$ cat src/rtl/sram_ctl_pkg.sv
package sram_ctl_pkg;

  typedef enum logic [1:0] {
    ST_IDLE,
    ST_TURN,
    ST_READ,
    ST_WRITE
  } ctlState_e;

  // Strobes from control to datapath.
  typedef struct packed {
    logic loadReq;
    logic select;
    logic oeOn;
    logic weOn;
    logic driveOn;
    logic capture;
  } strobes_t;

  function automatic int cyclesFor(input int limitNs, input int periodNs);
    int c;
    c = (limitNs + periodNs - 1) / periodNs;
    return (c < 1) ? 1 : c;
  endfunction

  function automatic int maxOf(input int a, input int b);
    return (a > b) ? a : b;
  endfunction

endpackage

$ cat src/rtl/sram_ctl_fsm.sv
module sram_ctl_fsm
  import sram_ctl_pkg::*;
#(
  parameter int RD_CYC = 10,
  parameter int WR_CYC = 10,
  parameter int CNT_W  = 5
) (
  input  logic     clk,
  input  logic     rst,
  input  logic     reqValid,
  input  logic     reqWrite,
  output logic     ready,
  output strobes_t strobes
);

  ctlState_e         state;
  logic [CNT_W-1:0]  phaseCnt;
  logic              lastWasRead;

  localparam logic [CNT_W-1:0] RD_LAST = CNT_W'(RD_CYC - 1);
  localparam logic [CNT_W-1:0] WR_LAST = CNT_W'(WR_CYC - 1);

  always_ff @(posedge clk) begin
    if (rst) begin
      state       <= ST_IDLE;
      phaseCnt    <= '0;
      lastWasRead <= 1'b0;
    end else begin
      case (state)
        ST_IDLE: begin
          phaseCnt <= '0;
          if (reqValid) begin
            if (!reqWrite)        state <= ST_READ;
            else if (lastWasRead) state <= ST_TURN;
            else                  state <= ST_WRITE;
          end
        end
        ST_TURN: begin
          phaseCnt <= '0;
          state    <= ST_WRITE;
        end
        ST_READ: begin
          if (phaseCnt == RD_LAST) begin
            state       <= ST_IDLE;
            lastWasRead <= 1'b1;
          end else begin
            phaseCnt <= phaseCnt + 1'b1;
          end
        end
        ST_WRITE: begin
          if (phaseCnt == WR_LAST) begin
            state       <= ST_IDLE;
            lastWasRead <= 1'b0;
          end else begin
            phaseCnt <= phaseCnt + 1'b1;
          end
        end
        default: state <= ST_IDLE;
      endcase
    end
  end

  always_comb begin
    ready           = (state == ST_IDLE);
    strobes.loadReq = (state == ST_IDLE) && reqValid;
    strobes.select  = (state == ST_READ) || (state == ST_WRITE);
    strobes.oeOn    = (state == ST_READ);
    strobes.weOn    = (state == ST_WRITE);
    strobes.driveOn = (state == ST_WRITE);
    strobes.capture = (state == ST_READ) && (phaseCnt == RD_LAST);
  end

  // an accepted request makes the controller busy on the next cycle
  assert_busy_after_accept_R2: assert property (@(posedge clk) disable iff (rst)
    (ready && reqValid) |=> !ready);

endmodule

$ cat src/rtl/sram_ctl_datapath.sv
module sram_ctl_datapath
  import sram_ctl_pkg::*;
#(
  parameter int ADDR_W = 13,
  parameter int DATA_W = 8,
  parameter int RD_CYC = 10,
  parameter int WR_CYC = 10,
  parameter int CNT_W  = 5
) (
  input  logic              clk,
  input  logic              rst,
  input  strobes_t          strobes,
  input  logic [ADDR_W-1:0] reqAddr,
  input  logic [DATA_W-1:0] reqWdata,
  output logic [DATA_W-1:0] rdData,
  output logic              rdValid,
  output logic              memCe1N,
  output logic              memCe2,
  output logic              memOeN,
  output logic              memWeN,
  output logic [ADDR_W-1:0] memAddr,
  output logic [DATA_W-1:0] memDataOut,
  input  logic [DATA_W-1:0] memDataIn,
  output logic              memDataOe
);

  logic [ADDR_W-1:0] addrReg;
  logic [DATA_W-1:0] wdataReg;

  always_ff @(posedge clk) begin
    if (rst) begin
      addrReg  <= '0;
      wdataReg <= '0;
      rdData   <= '0;
      rdValid  <= 1'b0;
    end else begin
      if (strobes.loadReq) begin
        addrReg  <= reqAddr;
        wdataReg <= reqWdata;
      end
      if (strobes.capture) rdData <= memDataIn;
      rdValid <= strobes.capture;
    end
  end

  always_comb begin
    memCe1N    = ~strobes.select;
    memCe2     = strobes.select;
    memOeN     = ~strobes.oeOn;
    memWeN     = ~strobes.weOn;
    memAddr    = addrReg;
    memDataOut = wdataReg;
    memDataOe  = strobes.driveOn;
  end

  // Pin-level phase counters for the timing checks below.
  logic [CNT_W-1:0] weLowCnt;
  logic [CNT_W-1:0] oeLowCnt;

  always_ff @(posedge clk) begin
    if (rst) begin
      weLowCnt <= '0;
      oeLowCnt <= '0;
    end else begin
      if (!memWeN) weLowCnt <= (weLowCnt == '1) ? weLowCnt : weLowCnt + 1'b1;
      else         weLowCnt <= '0;
      if (!memOeN && !memCe1N) oeLowCnt <= (oeLowCnt == '1) ? oeLowCnt : oeLowCnt + 1'b1;
      else                     oeLowCnt <= '0;
    end
  end

  // write-enable pulse spans the full write phase
  assert_we_pulse_R4: assert property (@(posedge clk) disable iff (rst)
    $rose(memWeN) |-> (weLowCnt >= CNT_W'(WR_CYC)));

  // read data sampled only after the whole access window
  assert_capture_late_R3: assert property (@(posedge clk) disable iff (rst)
    strobes.capture |-> (oeLowCnt >= CNT_W'(RD_CYC - 1)));

  // never drive the bus while the memory may drive it
  assert_no_contention_R6: assert property (@(posedge clk) disable iff (rst)
    memDataOe |-> memOeN);

  // address steady while the memory stays selected
  assert_addr_stable_R5: assert property (@(posedge clk) disable iff (rst)
    (!memCe1N && $past(!memCe1N)) |-> $stable(memAddr));

  // output enable high for two cycles before the bus is driven
  assert_turnaround_R7: assert property (@(posedge clk) disable iff (rst)
    $rose(memDataOe) |-> ($past(memOeN, 1) && $past(memOeN, 2)));

endmodule

$ cat src/rtl/sram_async_ctl.sv
module sram_async_ctl
  import sram_ctl_pkg::*;
#(
  parameter int ADDR_W        = 13,
  parameter int DATA_W        = 8,
  parameter int CLK_PERIOD_NS = 8,
  parameter int T_ADDR_ACC_NS = 80,
  parameter int T_OE_ACC_NS   = 40,
  parameter int T_CYCLE_NS    = 80,
  parameter int T_WE_PULSE_NS = 60,
  parameter int T_DSETUP_NS   = 40,
  parameter int T_SEL_END_NS  = 70,
  parameter int T_ADR_END_NS  = 70
) (
  input  logic              clk,
  input  logic              rst,
  input  logic              reqValid,
  input  logic              reqWrite,
  input  logic [ADDR_W-1:0] reqAddr,
  input  logic [DATA_W-1:0] reqWdata,
  output logic              ready,
  output logic [DATA_W-1:0] rdData,
  output logic              rdValid,
  output logic              memCe1N,
  output logic              memCe2,
  output logic              memOeN,
  output logic              memWeN,
  output logic [ADDR_W-1:0] memAddr,
  output logic [DATA_W-1:0] memDataOut,
  input  logic [DATA_W-1:0] memDataIn,
  output logic              memDataOe
);

  localparam int RD_CYC = maxOf(maxOf(cyclesFor(T_ADDR_ACC_NS, CLK_PERIOD_NS),
                                      cyclesFor(T_OE_ACC_NS, CLK_PERIOD_NS)),
                                cyclesFor(T_CYCLE_NS, CLK_PERIOD_NS));
  localparam int WR_CYC = maxOf(maxOf(maxOf(cyclesFor(T_WE_PULSE_NS, CLK_PERIOD_NS),
                                            cyclesFor(T_DSETUP_NS, CLK_PERIOD_NS)),
                                      maxOf(cyclesFor(T_SEL_END_NS, CLK_PERIOD_NS),
                                            cyclesFor(T_ADR_END_NS, CLK_PERIOD_NS))),
                                cyclesFor(T_CYCLE_NS, CLK_PERIOD_NS));
  localparam int CNT_W  = $clog2(maxOf(RD_CYC, WR_CYC) + 1) + 1;

  strobes_t strobes;

  sram_ctl_fsm #(
    .RD_CYC(RD_CYC), .WR_CYC(WR_CYC), .CNT_W(CNT_W)
  ) i_fsm (
    .clk(clk), .rst(rst), .reqValid(reqValid), .reqWrite(reqWrite),
    .ready(ready), .strobes(strobes)
  );

  sram_ctl_datapath #(
    .ADDR_W(ADDR_W), .DATA_W(DATA_W), .RD_CYC(RD_CYC), .WR_CYC(WR_CYC), .CNT_W(CNT_W)
  ) i_datapath (
    .clk(clk), .rst(rst), .strobes(strobes), .reqAddr(reqAddr), .reqWdata(reqWdata),
    .rdData(rdData), .rdValid(rdValid), .memCe1N(memCe1N), .memCe2(memCe2),
    .memOeN(memOeN), .memWeN(memWeN), .memAddr(memAddr), .memDataOut(memDataOut),
    .memDataIn(memDataIn), .memDataOe(memDataOe)
  );

  // idle means memory deselected and bus released
  assert_idle_quiet_R1: assert property (@(posedge clk) disable iff (rst)
    ready |-> (memCe1N && !memCe2 && memOeN && memWeN && !memDataOe));

  // read-valid strobe lasts a single cycle and only while ready
  assert_rdvalid_pulse_R3: assert property (@(posedge clk) disable iff (rst)
    rdValid |-> (ready && $past(!ready)));

endmodule

$ cat config.mk
export PLATFORM = sky130hd
export DESIGN_NAME = sram_async_ctl
export DESIGN_NICKNAME = d
export VERILOG_FILES = /design/src/rtl/sram_ctl_pkg.sv /design/src/rtl/sram_ctl_fsm.sv /design/src/rtl/sram_ctl_datapath.sv /design/src/rtl/sram_async_ctl.sv
export SDC_FILE = /design/constraint.sdc
export NUM_CORES = 1
export LEC_CHECK = 0
export ABC_CLOCK_PERIOD_IN_PS = 3400
export BUFFER_PORTS_ARGS = -buffer_cell sky130_fd_sc_hd__buf_2
export CAP_MARGIN = 40
export CORE_MARGIN = 2
export CORE_UTILIZATION = 49
export CTS_CLUSTER_SIZE = 40
export DETAILED_ROUTE_END_ITERATION = 10
export PLACE_DENSITY = 0.84
export SYNTH_ARGS = -nofsm -noshare
export SYNTH_HDL_FRONTEND = slang
export SYNTH_HIERARCHICAL = 1
export SYNTH_SLANG_ARGS = --single-unit
$ cat constraint.sdc
create_clock -name clk -period 3.4 [get_ports clk]
set_input_delay 0.68 -clock clk [delete_from_list [all_inputs] [get_ports clk]]
set_output_delay 0.68 -clock clk [all_outputs]
set_load 0.01 [all_outputs]
==> impl_metrics.xml <==
<?xml version="1.0" encoding="UTF-8"?>
<metrics>
  <group name="global_route">
    <metric name="gr-usage-met2" unit="">0.281</metric>
    <metric name="via_count_of_the_first_global_routing_pass" unit="">1081</metric>
    <metric name="global_route_wire_length_before_repair" unit="µm">4630</metric>
    <metric name="globalRoute.busiestLayer" unit="">met2</metric>
    <metric name="grt_use_met1" unit="">0.224</metric>
    <metric name="met3_usage" unit="">0.0615</metric>
    <metric name="grt_antenna_before_repair" unit="">0</metric>
    <metric name="grt_overflow" unit="">0</metric>
    <metric name="grt_start_max_net_pins" unit="">35</metric>
    <metric name="grt_use_total" unit="">0.174</metric>
  </group>
  <group name="power">
    <metric name="p_leak" unit="nW">0.885</metric>
    <metric name="pwr_density_cell" unit="nW/µm²">441</metric>
    <metric name="ir_worst_vdd" unit="mV">0.325</metric>
    <metric name="p_total" unit="µW">816</metric>
  </group>
  <group name="min_path">
    <metric name="hold_path_class" unit="">flip-flop to flip-flop</metric>
  </group>
  <group name="clock_tree">
    <metric name="postCtsSetupRepairBufs" unit="">0</metric>
    <metric name="cts_sinks" unit="">38</metric>
    <metric name="cts_tree" unit="">yes</metric>
    <metric name="clk_path_buf_depth" unit="">2</metric>
    <metric name="tritoncts.num_buffers" unit="">5</metric>
    <metric name="cts_root_buffer" unit="">clkbuf_4</metric>
    <metric name="htree_num_levels" unit="">2</metric>
    <metric name="clkLatencyLatePin" unit="ns">0.32</metric>
    <metric name="post_cts_gate_resize_count" unit="">0</metric>
    <metric name="clkSlewWorstSetupHoldPaths" unit="ns">0.10</metric>
    <metric name="post_cts_hold_buffer_count" unit="">0</metric>
  </group>
  <group name="setup_path">
    <metric name="biggest_fanout_along_the_worst_timing_path" unit="">8</metric>
    <metric name="critical_path_class" unit="">flip-flop to primary output</metric>
    <metric name="end_kind" unit="">primary output</metric>
    <metric name="worst_ep_arrival_time" unit="ns">1.17</metric>
    <metric name="critical_path_data_required_time" unit="ns">2.72</metric>
    <metric name="setup.worst_path.start_class" unit="">flip-flop</metric>
  </group>
  <group name="yosys">
    <metric name="synth-main-ff-cell" unit="">dfxtp_1</metric>
    <metric name="post-synth-top-area-fraction" unit="">0.516</metric>
    <metric name="netlist.top_cell.by_area" unit="">dfxtp_1</metric>
    <metric name="post_synth_net_total" unit="">178</metric>
    <metric name="synth.area.top_cells" unit="">dfxtp_1 52%, mux2i_1 20%, nor2_1 8.9%</metric>
    <metric name="yosys_warnings" unit="">6</metric>
    <metric name="synth-seq-area-share" unit="">0.516</metric>
    <metric name="yosys_register_bits" unit="">38</metric>
    <metric name="postSynth.asyncResetShare" unit="">0</metric>
    <metric name="yosys.cell_count.top_type" unit="">dfxtp_1</metric>
    <metric name="post_synth_most_frequent_cells" unit="">38 x dfxtp_1, 35 x nor2_1, 29 x mux2i_1, 5 x inv_1</metric>
    <metric name="cell_area_synth" unit="µm²">1470</metric>
    <metric name="synth_cell_types" unit="">25</metric>
    <metric name="synth_area_per_cell" unit="µm²">10.3</metric>
    <metric name="postSynthCellCount" unit="">143</metric>
    <metric name="synth-edff-count" unit="">0</metric>
  </group>
  <group name="timing">
    <metric name="slew-limit-headroom" unit="">0.610</metric>
    <metric name="worst_pin_slew" unit="ns">0.586</metric>
    <metric name="rsz0062_at_grt" unit="">false</metric>
    <metric name="fin_crit" unit="ns">1.85</metric>
    <metric name="maxClockFrequency" unit="GHz">0.540</metric>
    <metric name="final_min_period_over_clock_period" unit="">0.544</metric>
    <metric name="final_hold_viols" unit="">0</metric>
    <metric name="fin_setup_tns" unit="ns">0</metric>
    <metric name="report.final.slew_viol_count" unit="">0</metric>
    <metric name="finalSetupViolations" unit="">0</metric>
    <metric name="final.setup_skew" unit="ns">0.0116</metric>
  </group>
  <group name="drt">
    <metric name="drt-wirelength-per-cell" unit="µm">11.6</metric>
    <metric name="drtAntennaViolNets" unit="">0</metric>
    <metric name="vias_per_cell" unit="">4.78</metric>
    <metric name="route.vias.total" unit="">1151</metric>
    <metric name="route.detailed.drc" unit="">1</metric>
    <metric name="drtIter0Drc" unit="">24</metric>
    <metric name="routed_wl" unit="µm">2790</metric>
    <metric name="drt_pre_antenna_iters" unit="">7</metric>
  </group>
  <group name="placement">
    <metric name="gp_routability_congestion" unit="">0.771</metric>
    <metric name="placedInstanceArea" unit="µm²">1790</metric>
    <metric name="hpwlAfterDp" unit="µm">2060</metric>
    <metric name="port_buffers" unit="">68</metric>
  </group>
  <group name="floorplanning">
    <metric name="ios" unit="">69</metric>
    <metric name="placeable_core_region" unit="µm²">2810</metric>
    <metric name="die-height" unit="µm">58.8</metric>
    <metric name="die_x" unit="µm">58.8</metric>
    <metric name="fp.dieArea" unit="µm²">3460</metric>
    <metric name="start_util" unit="">0.525</metric>
    <metric name="num_rows" unit="">19</metric>
  </group>
  <group name="finish">
    <metric name="fin_nets" unit="">244</metric>
    <metric name="synthToLayoutAreaGrowth" unit="%">25.6</metric>
    <metric name="fin_area" unit="µm²">1850</metric>
    <metric name="share_of_layout_cells_above_drive_strength_1" unit="">0.386</metric>
    <metric name="antenna_cells" unit="">0</metric>
  </group>
  <group name="run_status">
    <metric name="violations" unit="">DRC</metric>
    <metric name="run_status" unit="">finished with violations</metric>
  </group>
  <group name="job">
    <metric name="max_capacitance_violation_count" unit="">0</metric>
  </group>
</metrics>
[per-layer routing]
layer,vias to the layer above,part of all wire
met2,37,0.50
li1,598,-
met4,0,0
met1,516,0.43
met5,-,0
met3,0,0.069
[placed cells by master (no fill, tap or decap), types with 2 or more instances in the layout]
| master | n |
|---|---|
| buf_2 | 68 |
| dfxtp_1 | 38 |
| xnor2_1 | 2 |
| xor2_1 | 2 |
| mux2i_1 | 29 |
| clkbuf_4 | 5 |
| nor2_1 | 35 |
| inv_1 | 5 |
| ha_1 | 2 |
| nor3_1 | 2 |
| buf_4 | 2 |
| and2_1 | 2 |
| nand3_1 | 3 |
| nand2_1 | 2 |
[cell type report]
cell class	instances	area (µm²)
clock buffer	6	51.3
clock inverter	2	12.5
fill	253	953
inverter	5	18.8
multi-input combinational	89	614
sequential	38	761
tap	31	38.8
timing repair buffer	70	355
[worst paths after layout]
kind / cells after the start / startpoint / endpoint / slack, ns
worst min-delay path: 2 / i_datapath/memDataOut[2] / i_datapath/memDataOut[2] / 0.50
worst max register to register: 6 / i_fsm/phaseCnt[0] / i_datapath/rdData[7] / 1.65
worst max-delay path: 4 / i_fsm/state[1] / memOeN / 1.55
worst min register to register: 2 / i_datapath/memDataOut[2] / i_datapath/memDataOut[2] / 0.50
[cells by family (layout without fill, tap and decap cells)]
group	Yosys count	count (layout)	synth area share
and+or+nand+nor	48	48	0.147
DFF	38	38	0.516
muxes	29	29	0.197
buffers and inverters	16	83	0.0671
AOI/OAI and AO/OA	6	6	0.0323
xor gates and xnor gates	4	4	0.0238
adders and majority gates	2	2	0.0170
[report_power, final]
group	internal, mW	switching (mW)
clock network	0.0995	0.138
registers	0.464	0.0112
logic	0.0509	0.0533
[per-stage QoR]
step,util,hold slack (ns),cells,setup WS (ns)
final,0.660,0.496,241,1.55
after global routing,0.660,0.528,241,1.42
after CTS,0.660,0.505,241,1.52
after detailed placement,0.637,0.478,233,1.68
after global placement,0.637,0.467,233,1.71
after floorplan,-,0.483,143,1.95
[flip-flops by register name, indices dropped and copies added, names as in the netlist]
| name | cells |
|---|---|
| i_datapath/memAddr | 13 |
| i_datapath/rdData | 8 |
| i_datapath/memDataOut | 8 |
| i_datapath/rdValid | 1 |
| i_fsm/phaseCnt | 5 |
| i_fsm/state | 2 |
| i_fsm/lastWasRead | 1 |
[worst max-delay path: stages, from the launching register on]
cell and delay, ns:
dfxtp_1 0.47, inv_1 0.12, nor2_1 0.10, inv_1 0.04
buf_2 0.13
(Power assumes the default switching activity.)
